===== config.mk =====
export PLATFORM = sky130hd
export DESIGN_NAME = pwm4_spread
export DESIGN_NICKNAME = d
export VERILOG_FILES = /design/src/rtl/pwm4_pkg.sv /design/src/rtl/pwm_counter.sv /design/src/rtl/pwm_regs.sv /design/src/rtl/pwm_channel.sv /design/src/rtl/pwm4_spread.sv
export SDC_FILE = /design/constraint.sdc
export NUM_CORES = 1
export LEC_CHECK = 0
export BUFFER_PORTS_ARGS = -buffer_cell sky130_fd_sc_hd__buf_4
export CAP_MARGIN = 40
export CORE_ASPECT_RATIO = 0.7
export CORE_MARGIN = 2
export CORE_UTILIZATION = 35
export CTS_BUF_LIST = sky130_fd_sc_hd__clkbuf_16
export CTS_CLUSTER_SIZE = 28
export DETAILED_ROUTE_END_ITERATION = 7
export PLACE_DENSITY = 0.62
export SLEW_MARGIN = 10
export SYNTH_ARGS = -nofsm -noshare
export SYNTH_HDL_FRONTEND = slang
export SYNTH_SLANG_ARGS = --single-unit

===== constraint.sdc =====
create_clock -name clk -period 3.6 [get_ports clk]
set_clock_uncertainty 0.2 [all_clocks]
set_input_delay 0.72 -clock clk [delete_from_list [all_inputs] [get_ports clk]]
set_output_delay 0.72 -clock clk [all_outputs]
set_load 0.005 [all_outputs]

===== src/rtl/pwm4_pkg.sv =====
package pwm4_pkg;
    localparam int CNT_W  = 10;
    localparam int QUAD_W = 2;
    localparam int SUB_W  = CNT_W - QUAD_W;
    localparam int FRAC_W = QUAD_W;
    localparam int BYTE_W = 8;

    typedef struct packed {
        logic             spread;
        logic [CNT_W-1:0] width;
    } chan_cfg_t;
endpackage


===== src/rtl/pwm_counter.sv =====
module pwm_counter
    import pwm4_pkg::*;
(
    input  logic             clk,
    input  logic             rst_n,
    input  logic             tick,
    output logic [CNT_W-1:0] cnt,
    output logic             wrap
);
    typedef struct packed {
        logic [CNT_W-1:0] cnt;
    } cnt_st_t;

    cnt_st_t st_d, st_q;

    always_comb begin
        st_d = st_q;
        if (tick) st_d.cnt = st_q.cnt + 1'b1;
    end

    always_ff @(posedge clk or negedge rst_n) begin
        if (!rst_n) st_q <= '0;
        else        st_q <= st_d;
    end

    assign cnt  = st_q.cnt;
    assign wrap = tick && (&st_q.cnt);

    // no enable, no movement
    assert_hold_R2: assert property (@(posedge clk) disable iff (!rst_n)
        !tick |=> $stable(cnt));
    // modulo-1024 step
    assert_step_R1: assert property (@(posedge clk) disable iff (!rst_n)
        tick |=> cnt == CNT_W'($past(cnt) + 1'b1));
endmodule


===== src/rtl/pwm_regs.sv =====
module pwm_regs
    import pwm4_pkg::*;
#(
    parameter int NCH    = 4,
    parameter int ADDR_W = $clog2(NCH) + 1
) (
    input  logic                  clk,
    input  logic                  rst_n,
    input  logic                  wr_en,
    input  logic [ADDR_W-1:0]     wr_addr,
    input  logic [BYTE_W-1:0]     wr_data,
    input  logic                  wrap,
    output chan_cfg_t [NCH-1:0]   active
);
    localparam int CH_W = ADDR_W - 1;

    typedef struct packed {
        chan_cfg_t [NCH-1:0] shadow;
        chan_cfg_t [NCH-1:0] active;
    } reg_st_t;

    reg_st_t st_d, st_q;

    always_comb begin
        st_d = st_q;
        for (int i = 0; i < NCH; i++) begin
            if (wr_en && (wr_addr[ADDR_W-1:1] == CH_W'(i))) begin
                if (wr_addr[0]) begin
                    st_d.shadow[i].width[CNT_W-1:FRAC_W] = wr_data;
                end else begin
                    st_d.shadow[i].width[FRAC_W-1:0] = wr_data[BYTE_W-1 -: FRAC_W];
                    st_d.shadow[i].spread            = wr_data[0];
                end
            end
        end
        if (wrap) st_d.active = st_q.shadow;
    end

    always_ff @(posedge clk or negedge rst_n) begin
        if (!rst_n) st_q <= '0;
        else        st_q <= st_d;
    end

    assign active = st_q.active;

    logic unused_mid_bits;
    assign unused_mid_bits = ^wr_data[BYTE_W-FRAC_W-1:1];

    // active settings move only on the wrap step
    assert_latch_R7: assert property (@(posedge clk) disable iff (!rst_n)
        !wrap |=> $stable(active));
endmodule


===== src/rtl/pwm_channel.sv =====
module pwm_channel
    import pwm4_pkg::*;
(
    input  logic             clk,
    input  logic             rst_n,
    input  logic [CNT_W-1:0] cnt,
    input  chan_cfg_t        cfg,
    output logic             pwm
);
    logic [QUAD_W-1:0] quad;
    logic [SUB_W-1:0]  sub;
    logic [SUB_W-1:0]  base;
    logic [FRAC_W-1:0] frac;
    logic              extra;
    logic [SUB_W:0]    quad_hi;

    always_comb begin
        quad = cnt[CNT_W-1:SUB_W];
        sub  = cnt[SUB_W-1:0];
        base = cfg.width[CNT_W-1:FRAC_W];
        frac = cfg.width[FRAC_W-1:0];
        case (quad)
            2'd0:    extra = 1'b1;
            2'd1:    extra = frac[1];
            2'd2:    extra = |frac;
            default: extra = &frac;
        endcase
        quad_hi = {1'b0, base} + {{SUB_W{1'b0}}, extra};
        if (cfg.spread) pwm = ({1'b0, sub} < quad_hi);
        else            pwm = (cnt <= cfg.width);
    end

    // every width is high at the start of a period
    assert_start_R5: assert property (@(posedge clk) disable iff (!rst_n)
        (cnt == '0) |-> pwm);
    // full-scale width never drops
    assert_full_R9: assert property (@(posedge clk) disable iff (!rst_n)
        (&cfg.width) |-> pwm);
endmodule


===== src/rtl/pwm4_spread.sv =====
module pwm4_spread
    import pwm4_pkg::*;
#(
    parameter int NCH    = 4,
    parameter int ADDR_W = $clog2(NCH) + 1
) (
    input  logic              clk,
    input  logic              rst_n,
    input  logic              tick,
    input  logic              wr_en,
    input  logic [ADDR_W-1:0] wr_addr,
    input  logic [BYTE_W-1:0] wr_data,
    output logic [NCH-1:0]    pwm_out
);
    logic [CNT_W-1:0]    cnt;
    logic                wrap;
    chan_cfg_t [NCH-1:0] active;

    pwm_counter u_cnt (
        .clk   (clk),
        .rst_n (rst_n),
        .tick  (tick),
        .cnt   (cnt),
        .wrap  (wrap)
    );

    pwm_regs #(.NCH(NCH), .ADDR_W(ADDR_W)) u_regs (
        .clk     (clk),
        .rst_n   (rst_n),
        .wr_en   (wr_en),
        .wr_addr (wr_addr),
        .wr_data (wr_data),
        .wrap    (wrap),
        .active  (active)
    );

    for (genvar g = 0; g < NCH; g++) begin : g_ch
        pwm_channel u_ch (
            .clk   (clk),
            .rst_n (rst_n),
            .cnt   (cnt),
            .cfg   (active[g]),
            .pwm   (pwm_out[g])
        );
    end
endmodule


==> impl_metrics.csv, run 1 <==
group,metric,value,unit
detailed_routing,first_iter_violations,314,
clock_tree,cts_tree,"done",
grt,grt_pass1_vias,4607,
pwr,vdd_drop_max,0.2744,mV
grt,antenna_found_initial,1,
setup_path,cp_num_buf_inv,4,
clock_tree,ctsHtreeMaxLevel,3,
die,row_count,39,
die,core,0.01644,sq mm
yosys,ys.flop_type,"dfrtp_1",
detailed_routing,vias,4557,
cells_and_area,layout.nets,724,
cells_and_area,drive_above_1_share,0.2732,
detailed_routing,drtPass1Iterations,5,
yosys,synth_edf_count,0,
place,place_area,0.006535,sq mm
place,placed_cells,830,
cells_and_area,n_fill_cell,1575,
timing,finalHoldViolations,0,
yosys,synth-warning-count,0,
setup_path,crit_chain,"buf_6 > buf_4 > buf_6 > o21ai_4 > ha_4 > nand2_2 > xnor2_2 > ha_1 > a211oi_2 > o21ai_1 > a221oi_2 > o32a_1 > buf_4",
place,dpl.hpwl,11080,um
setup_path,critPathSlowestCell,"dfrtp_2",
pwr,combPwrFrac,0.285,
clock_tree,cts_root_buffer,"clkbuf_16",
pwr,p_leak,3.436,nW
pwr,p_per_area,484.6,mW/mm^2
detailed_routing,wl,15700,um
yosys,synth_area,0.005922,sq mm
grt,grt_pass1_wl,24760,um
pwr,power_switching,1.158,mW
clock_tree,path_clk_slew,0.07,ns
setup_path,critPathCaptureType,"primary output",
detailed_routing,ant_nets,0,
timing,fin_crit_sh,1.131,
yosys,asyncSetResetFlopFracSynth,1.000,
pwr,clock_power_share,0.297,
setup_path,slowest_delay,0.46,ns
clock_tree,cts_sinks,98,
timing,fin_ws,-0.4721,ns
cells_and_area,syn2layout_area_growth,22.04,%
outcome,status,"finished, violations left",
die,floorplan.io_pins,19,
pwr,switching_share,0.3306,
yosys,avgSynthCellArea,10.41,sq um
detailed_routing,avgRoutedWirePerCell,18.19,um
yosys,postSynthCellCount,569,
timing,rsz0062_at_grt,"true",
grt,overflow,0,
outcome,violations,"negative setup slack",
cells_and_area,mostFrequentLayoutCell,"dfrtp_1",
timing,post-route-min-period,4.072,ns
yosys,syn-num-nets,661,
cells_and_area,post-route-util,0.4395,
timing,drv_slew,0,
place,io_buffers,18,
die,die_x,159.5,um
hold_path,hold_path_class,"in2async",
die,start_util,0.3601,
grt,grt_max_degree,68,
setup_path,worst-setup-path-type,"reg2out",
setup_path,cp-start-kind,"register",
clock_tree,clk_path_buf_depth,2,
setup_path,reg2reg_setup_slack,0.99,ns
timing,setup_violations,4,
clock_tree,worst_skew_pair.late_latency,0.35,ns
cells_and_area,final_cells,863,
pwr,p_int,2.344,mW
grt,grt_use_total,0.1780,
detailed_routing,drcViolationCount,0,
timing,max_slew_margin,0.4960,
yosys,ys_ff_latch,98,
setup_path,crit_fanout,4,
cells_and_area,layout_common_cells,"dfrtp_1, ha_1, buf_4",
pwr,p_seq_frac,0.418,
detailed_routing,avgViaCountPerCell,5.280,
setup_path,path_delay_family,"compound AO/OA/AOI/OAI gates",
cells_and_area,postLayoutCellArea,0.007227,sq mm
setup_path,cp_data_required_time,2.68,ns
setup_path,critPathArrivalTime,3.15,ns
yosys,ys_seq_area_frac,0.4141,
place,gp_congestion,0.9007,
timing,max_clock_freq,245.6,MHz
die,dieArea,0.01799,sq mm
die,dieHeight,112.8,um
timing,worst_pin_slew,0.7544,ns
job,cap_viol_max_count,0,
timing,tns,-1.721,ns
yosys,synth.distinct_cells,40,
clock_tree,cts_buffers,9,
[what timing repair did]
item | 4_1_cts | 5_1_grt
gates cloned | 0 | 0
setup buffers | 8 | 9
setup endpoints to repair | 4 | 4
gates resized for setup | 35 | 23
hold endpoints to repair | 0 | 0
hold buffers | 0 | 0
pin swaps | 19 | 26
[cells by family (layout without fill, tap and decap cells)]
kind of cell / count (synthesis) / after routing / share of synthesized area
simple gates: 133 / 133 / 0.1120
compound gates: 107 / 107 / 0.1111
flops: 98 / 98 / 0.4141
fa+ha+maj: 77 / 77 / 0.1627
buf+inv: 64 / 132 / 0.04458
mux: 53 / 53 / 0.1008
xor+xnor: 37 / 37 / 0.05472
other cells: 0 / 1 / 0
[flip-flops by register name, indices dropped and copies added (netlist names)]
register / count
u_regs.active: 44
u_regs.st_q: 44
u_cnt.cnt: 10
[layer usage]
metal,GRT usage,vias up,routed length [um]
met3,0.04032,27,895
met2,0.2696,118,6757
met1,0.2527,2261,7713
li1,-,2151,-
met5,0,-,0
met4,0.05879,0,330
[cell type report]
| type | instances | area (sq um) | area share |
|---|---|---|---|
| well taps | 225 | 281.5 | 0.03895 |
| flip-flops and latches | 98 | 2454 | 0.3395 |
| clock buffers | 9 | 225.2 | 0.03116 |
| repair buffers | 68 | 550.5 | 0.07618 |
| diodes | 1 | 2.502 | 0.0003463 |
| multi-input cells | 407 | 3446 | 0.4768 |
| inverters | 48 | 182.7 | 0.02528 |
| clock inverters | 7 | 85.08 | 0.01177 |
[cells in the mapped netlist, drive strengths merged (8+ instances only)]
master  number  area share
dfrtp       98        0.41
ha          77        0.16
nand2       60       0.038
o21ai       55       0.046
mux2        53        0.10
inv         48       0.030
xnor2       33       0.049
nand4       15       0.016
nand3       12       0.011
nor2        12      0.0076
a21oi       11      0.0093
a211oi       9       0.011
buf          9      0.0097
nor3         8      0.0076
[per-stage QoR]
| step | hold slack, ns | total power [mW] | setup WS [ns] |
|---|---|---|---|
| 4_1_cts | 0.1109 | 3.474 | -0.5401 |
| 6_report | 0.09776 | 3.502 | -0.4721 |
| 3_3_place_gp | 0.2558 | 2.314 | -0.1688 |
| 5_1_grt | 0.1221 | 3.691 | -0.5666 |
| 2_1_floorplan | 0.2244 | 2.004 | -0.001960 |
| 3_5_place_dp | 0.2615 | 2.388 | -0.2862 |
[power groups by stage]
stage	Clock, mW	Sequential (mW)	Combinational, mW
after CTS	1.05	1.46	0.963
after detailed placement	0	1.48	0.909
after global routing	1.10	1.48	1.11
final	1.04	1.46	0.999
after global placement	0	1.47	0.843
after floorplan	0	1.40	0.604
[final timing paths]
kind                       depth (start not counted)            start           endpoint
hold / removal                                     1            rst_n    u_regs.st_q[48]
min in group clk                                   2  u_regs.st_q[68]  u_regs.active[24]
setup reg to reg                                   5     u_cnt.cnt[1]  u_regs.active[10]
max in group asynchronous                          2            rst_n  u_regs.active[43]
setup / recovery                                  13     u_cnt.cnt[8]         pwm_out[2]
hold reg to reg                                    2  u_regs.st_q[68]  u_regs.active[24]
Power figures use the tool's default switching activity.
==> inputs of run 2 (changes only) <==
Settings changed: RECOVER_POWER from default to 25, SYNTH_HIERARCHICAL from default to 1.
==> impl_metrics.csv, run 2 <==
group,metric,value,unit
cells_and_area,layout_common_cells,"dfrtp_1, mux2_2, ha_1",
timing,tns,-1.681,ns
clock_tree,cts_sinks,98,
grt,grt_max_degree,57,
clock_tree,cts_root_buffer,"clkbuf_16",
yosys,synth-warning-count,6,
timing,fin_crit_sh,1.119,
yosys,yosys.area.top_type,"dfrtp_1",
yosys,avgSynthCellArea,11.55,sq um
detailed_routing,ant_nets,0,
detailed_routing,first_iter_violations,258,
yosys,ys.flop_type,"dfrtp_1",
setup_path,cp-start-kind,"register",
cells_and_area,drive_above_1_share,0.3658,
timing,max_slew_margin,-0.5878,
yosys,ys_seq_area_frac,0.3758,
cells_and_area,syn2layout_area_growth,11.74,%
cells_and_area,post-route-util,0.4015,
grt,grt_pass1_wl,23830,um
clock_tree,worst_skew_pair.late_latency,0.35,ns
setup_path,rr_startpoint,"u_cnt/cnt[1]",
cells_and_area,multi_input_area,0.003606,sq mm
place,place_area,0.006792,sq mm
setup_path,rr_worst_depth,5,
yosys,synth_edf_count,0,
yosys,synth_top_area_frac,0.3758,
timing,setup_violations,4,
detailed_routing,drcViolationCount,1,
die,dieArea,0.01977,sq mm
timing,worst_pin_slew,2.382,ns
setup_path,crit_path_start,"u_cnt/cnt[8]",
yosys,synth.distinct_cells,48,
place,gp_congestion,0.8468,
clock_tree,clk_path_buf_depth,2,
place,io_buffers,18,
pwr,vdd_drop_max,0.2441,mV
clock_tree,cts_tree,"done",
cells_and_area,layout.nets,672,
setup_path,critPathArrivalTime,3.11,ns
pwr,p_per_area,486.5,mW/mm^2
clock_tree,cts_buffers,9,
detailed_routing,vias,4274,
cells_and_area,postLayoutCellArea,0.007291,sq mm
setup_path,critPathSlowestCell,"dfrtp_2",
cells_and_area,antenna_cells,0,
detailed_routing,avgViaCountPerCell,5.206,
yosys,yosys.cell_count.top_type,"dfrtp_1",
timing,drv_slew,44,
setup_path,crit_end,"pwm_out[3]",
setup_path,slowest_delay,0.50,ns
die,die_x,167.2,um
timing,fin_ws,-0.4282,ns
cells_and_area,n_fill_cell,1723,
setup_path,r2r-end,"u_regs/active[34]",
timing,max_clock_freq,248.2,MHz
setup_path,crit_chain,"a22o_1 > o21ai_2 > ha_2 > nand4_4 > or3_4 > xnor2_2 > ha_1 > a21o_1 > a221oi_2 > o32a_2 > buf_6",
yosys,ys_top_cells_by_area,"dfrtp_1, ha_1, mux2_2",
yosys,syn-num-nets,657,
yosys,synth_area,0.006525,sq mm
die,core,0.01816,sq mm
detailed_routing,wl,14960,um
setup_path,critPathCaptureType,"primary output",
setup_path,worst-setup-path-type,"reg2out",
timing,post-route-min-period,4.028,ns
timing,finalHoldViolations,0,
yosys,postSynthCellCount,565,
die,start_util,0.3593,
setup_path,crit_fanout,7,
place,dpl.hpwl,10820,um
clock_tree,path_clk_slew,0.08,ns
grt,grt_use_total,0.1555,
yosys,ys_ff_latch,98,
die,dieHeight,118.2,um
setup_path,cp_data_required_time,2.68,ns
pwr,p_leak,3.271,nW
setup_path,reg2reg_setup_slack,0.88,ns
die,floorplan.io_pins,19,
hold_path,whs_path_depth,1,
detailed_routing,drtPass1Iterations,8,
yosys,ys_top_cells_by_count,"dfrtp_1, mux2_2, ha_1",
cells_and_area,seq_area,0.002455,sq mm
clock_tree,ctsHtreeMaxLevel,3,
yosys,asyncSetResetFlopFracSynth,1.000,
timing,rsz0062_at_grt,"true",
grt,grt_pass1_vias,4398,
die,row_count,41,
outcome,violations,"design-rule violations, max-capacitance violations, max-slew violations, negative setup slack",
cells_and_area,mostFrequentLayoutCell,"dfrtp_1",
grt,overflow,0,
outcome,status,"finished, violations left",
detailed_routing,avgRoutedWirePerCell,18.22,um
grt,antenna_found_initial,0,
hold_path,hold_path_class,"reg2reg",
job,cap_viol_max_count,1,
==> run 2: worst max-delay path, delay by kind of cell, from the launching register on <==
family,cells,cell delay (ns)
AO/OA/AOI/OAI,5,0.99
adder cells (fa/ha/maj),2,0.54
flip-flops,1,0.50
AND/OR/NAND/NOR,2,0.48
XOR/XNOR,1,0.14
buffers and inverters,1,0.09
==> run 2: metrics by stage <==
step | power, mW | setup slack, ns | cells | hold slack (ns)
finish | 3.547 | -0.4282 | 821 | 0.3061
global route | 3.790 | -0.5976 | 821 | 0.3212
CTS | 3.560 | -0.4675 | 816 | 0.1710
detailed placement | 2.585 | -0.3747 | 794 | 0.2923
global placement | 2.518 | -0.1782 | 794 | 0.2810
floorplan | 2.157 | 0.1517 | 565 | 0.2244
==> run 2: worst min-delay path by stage <==
| stage | startpoint | to | slack (ns) |
|---|---|---|---|
| 6_report | u_regs/st_q[75] | u_regs/st_q[75] | 0.31 |
| 3_3_place_gp | u_regs/st_q[85] | u_regs/active[41] | 0.28 |
| 3_5_place_dp | u_regs/st_q[79] | u_regs/active[35] | 0.29 |
| 4_1_cts | rst_n | u_regs/st_q[73] | 0.17 |
| 2_1_floorplan | rst_n | u_cnt/cnt[0] | 0.22 |
| 5_1_grt | u_regs/st_q[83] | u_regs/active[39] | 0.32 |
==> run 2: metal layers <==
layer	vias to the layer above	routed length, um	GRT usage
met5	-	0	0
met4	0	156	0.03750
met3	12	610	0.03148
met2	74	6682	0.2347
met1	2182	7506	0.2280
li1	2006	-	-
==> run 2: report_power, final <==
group	total [mW]	switching, mW	internal, mW	leakage, nW
combinational	1.09	0.538	0.549	1.87
clock	0.951	0.469	0.482	0.141
sequential	1.51	0.262	1.25	1.26
total	3.55	1.27	2.28	3.27
==> run 2: cells by family after synthesis <==
group / Yosys count / synth area share
AOI/OAI and AO/OA: 70 / 0.08054
xor gates and xnor gates: 37 / 0.04966
adders and majority gates: 77 / 0.1477
buffers and inverters: 106 / 0.09127
DFF: 98 / 0.3758
muxes: 89 / 0.1582
and+or+nand+nor: 88 / 0.09684
==> run 2: final cells by class <==
cell class | count | share of cell area
clock buffers | 9 | 0.03089
flip-flops and latches | 98 | 0.3367
repair buffers | 58 | 0.06195
multi-input cells | 361 | 0.4946
clock inverters | 7 | 0.008581
well taps | 236 | 0.04050
inverters | 52 | 0.02677
==> run 2: what timing repair did <==
item | in CTS | in global routing
hold buffers | 0 | 0
gates resized for setup | 22 | 12
buffers inserted | 6 | 5
pin swaps | 13 | 15
endpoints found under the hold margin | 0 | 0
endpoints found under the setup margin | 4 | 4
==> inputs of run 3 (changes only) <==
Settings changed: ABC_AREA from default to 1.
==> impl_metrics.csv, run 3 <==
group,metric,value,unit
outcome,status,"finished, violations left",
grt,grt_max_degree,52,
grt,overflow,0,
setup_path,cp_data_required_time,2.68,ns
detailed_routing,wl,15750,um
clock_tree,ctsHtreeMaxLevel,3,
detailed_routing,drtPass1Iterations,5,
die,start_util,0.3601,
detailed_routing,vias,5080,
yosys,synth_area,0.006869,sq mm
cells_and_area,antenna_cells,0,
die,row_count,42,
timing,finalHoldViolations,0,
setup_path,rr_startpoint,"u_cnt/cnt[1]",
die,dieArea,0.02078,sq mm
pwr,p_per_area,492.1,mW/mm^2
cells_and_area,layout.nets,909,
yosys,synth_edf_count,0,
timing,max_slew_margin,0.1455,
pwr,switching_share,0.3829,
place,io_buffers,18,
yosys,ys.flop_type,"dfrtp_1",
hold_path,hold_path_class,"reg2reg",
place,gp_congestion,0.8410,
pwr,p_int,2.288,mW
setup_path,cp-start-kind,"register",
yosys,synth_top_area_frac,0.3570,
cells_and_area,syn2layout_area_growth,9.672,%
detailed_routing,drcViolationCount,0,
pwr,combPwrFrac,0.314,
setup_path,critPathCaptureType,"primary output",
die,core,0.01908,sq mm
clock_tree,path_clk_slew,0.08,ns
die,floorplan.io_pins,19,
timing,drv_slew,0,
timing,worst_pin_slew,1.282,ns
detailed_routing,ant_nets,0,
hold_path,hold_path.startpoint,"u_regs/st_q[68]",
setup_path,worst-setup-path-type,"reg2out",
grt,grt_use_total,0.1622,
clock_tree,cts_buffers,9,
timing,rsz0062_at_grt,"true",
grt,grt_pass1_vias,4846,
setup_path,reg2reg_setup_slack,1.03,ns
cells_and_area,layout_common_cells,"nand2_1, inv_1, dfrtp_1",
hold_path,hold_path_end,"u_regs/st_q[68]",
detailed_routing,avgRoutedWirePerCell,14.50,um
yosys,synth-warning-count,6,
setup_path,crit_fanout,5,
detailed_routing,first_iter_violations,331,
yosys,avgSynthCellArea,8.296,sq um
yosys,syn-num-nets,920,
timing,fin_ws,-0.1226,ns
cells_and_area,drive_above_1_share,0.1886,
job,cap_viol_max_count,0,
yosys,postSynthCellCount,828,
timing,max_clock_freq,268.6,MHz
yosys,yosys.cell_count.top_type,"nand2_1",
pwr,vdd_drop_max,0.2306,mV
yosys,ys_seq_area_frac,0.3570,
grt,grt_pass1_wl,25850,um
pwr,p_seq_frac,0.412,
yosys,ys_ff_latch,98,
yosys,synth.distinct_cells,26,
detailed_routing,avgViaCountPerCell,4.678,
cells_and_area,postLayoutCellArea,0.007533,sq mm
timing,fin_crit_sh,1.034,
cells_and_area,multi_input_area,0.003715,sq mm
clock_tree,cts_root_buffer,"clkbuf_16",
hold_path,whs_path_depth,2,
pwr,clock_power_share,0.274,
yosys,ys_top_cells_by_area,"dfrtp_1, ha_1, nand2_1",
timing,setup_violations,4,
yosys,yosys.area.top_type,"dfrtp_1",
setup_path,r2r-end,"u_regs/active[22]",
clock_tree,cts_tree,"done",
outcome,violations,"negative setup slack",
pwr,power_switching,1.419,mW
die,dieHeight,121.2,um
clock_tree,clk_path_buf_depth,2,
die,die_x,171.4,um
place,place_area,0.006982,sq mm
clock_tree,worst_skew_pair.late_latency,0.35,ns
setup_path,rr_worst_depth,7,
timing,post-route-min-period,3.723,ns
setup_path,critPathArrivalTime,2.80,ns
timing,finalHoldWorstSlack,0.2695,ns
clock_tree,cts_hold_buf,0,
clock_tree,cts_sinks,98,
cells_and_area,n_fill_cell,1934,
cells_and_area,seq_area,0.002455,sq mm
yosys,asyncSetResetFlopFracSynth,1.000,
pwr,p_leak,3.838,nW
cells_and_area,mostFrequentLayoutCell,"nand2_1",
place,dpl.hpwl,10910,um
grt,antenna_found_initial,0,
yosys,ys_top_cells_by_count,"nand2_1, inv_1, dfrtp_1",
[run 3: cell types whose count changed in the layout (fill, tap and decap cells not counted), sizes merged, moves of 12 or more]
cell / delta
nand3: +32
mux2: -44
a211oi: -12
nand4: +17
xor2: +19
nor2: +37
a21oi: +13
inv: +49
xnor2: -28
nand2: +225
buf: -16
[run 3: per-stage QoR]
stage               setup slack, ns  TNS (ns)    util  instances  power (mW)
floorplan                    0.4403         0       -        828       2.279
global placement             0.1616         0  0.3660       1054       2.626
detailed placement          0.04109         0  0.3660       1054       2.668
CTS                        -0.07466   -0.1953  0.3899       1082       3.707
global route                -0.2795    -1.051  0.3949       1086       4.015
finish                      -0.1226   -0.3090  0.3949       1086       3.707
[run 3: cell type report]
class,count,share of cell area
multi-input combinational,566,0.4931
sequential,98,0.3259
inverter,101,0.05032
timing repair buffer,41,0.04601
tap,264,0.04385
clock buffer,9,0.02990
clock inverter,7,0.01096
[run 3: worst max-delay path, stage by stage, from the launching register on]
cell and delay (ns):
dfrtp_2 0.45, buf_12 0.15, o21ai_2 0.10, nor2_1 0.06, a21oi_2 0.15, ha_2 0.20
nand2_2 0.08, nor2_4 0.14, xor2_1 0.19, ha_1 0.28, nand2_1 0.12, a21oi_1 0.05
nor2_1 0.11, nand2_1 0.08, nand2_1 0.07, nand3_1 0.06, nand2_1 0.06, buf_4 0.10
[run 3: worst max-delay path by stage]
stage	from	endpoint	slack [ns]	cells after the start
floorplan	u_cnt/cnt[8]	pwm_out[1]	0.44	15
global placement	u_cnt/cnt[8]	pwm_out[1]	0.16	16
detailed placement	u_cnt/cnt[8]	pwm_out[1]	0.04	16
CTS	u_cnt/cnt[8]	pwm_out[1]	-0.07	16
global route	u_cnt/cnt[8]	pwm_out[1]	-0.28	16
finish	u_cnt/cnt[8]	pwm_out[2]	-0.12	17
[run 3: logic make-up (layout without fill, tap and decap cells)]
logic type | Yosys count | after routing | synth area share
flops | 98 | 98 | 0.3570
xor+xnor | 28 | 28 | 0.03570
mux | 45 | 45 | 0.07377
compound gates | 43 | 43 | 0.03388
simple gates | 373 | 373 | 0.2404
buf+inv | 164 | 158 | 0.1189
fa+ha+maj | 77 | 77 | 0.1403
[run 3: power by group through the flow]
stage / logic (mW) / registers (mW) / clock network, mW
after floorplan: 0.885 / 1.39 / 0
after global placement: 1.08 / 1.54 / 0
after detailed placement: 1.12 / 1.54 / 0
after CTS: 1.14 / 1.52 / 1.04
after global routing: 1.38 / 1.55 / 1.08
final: 1.17 / 1.53 / 1.01
[run 3: routing by layer]
metal  wire length [um]  global-route usage
met1               8542              0.2532
met2               6535              0.2334
met3                526             0.02838
met4                141             0.02966
met5                  0                   0
[run 3: timing repair]
item | CTS | global route
pin swaps | 30 | 23
endpoints found under the setup margin | 4 | 4
buffers inserted | 12 | 4
resized for setup | 22 | 18
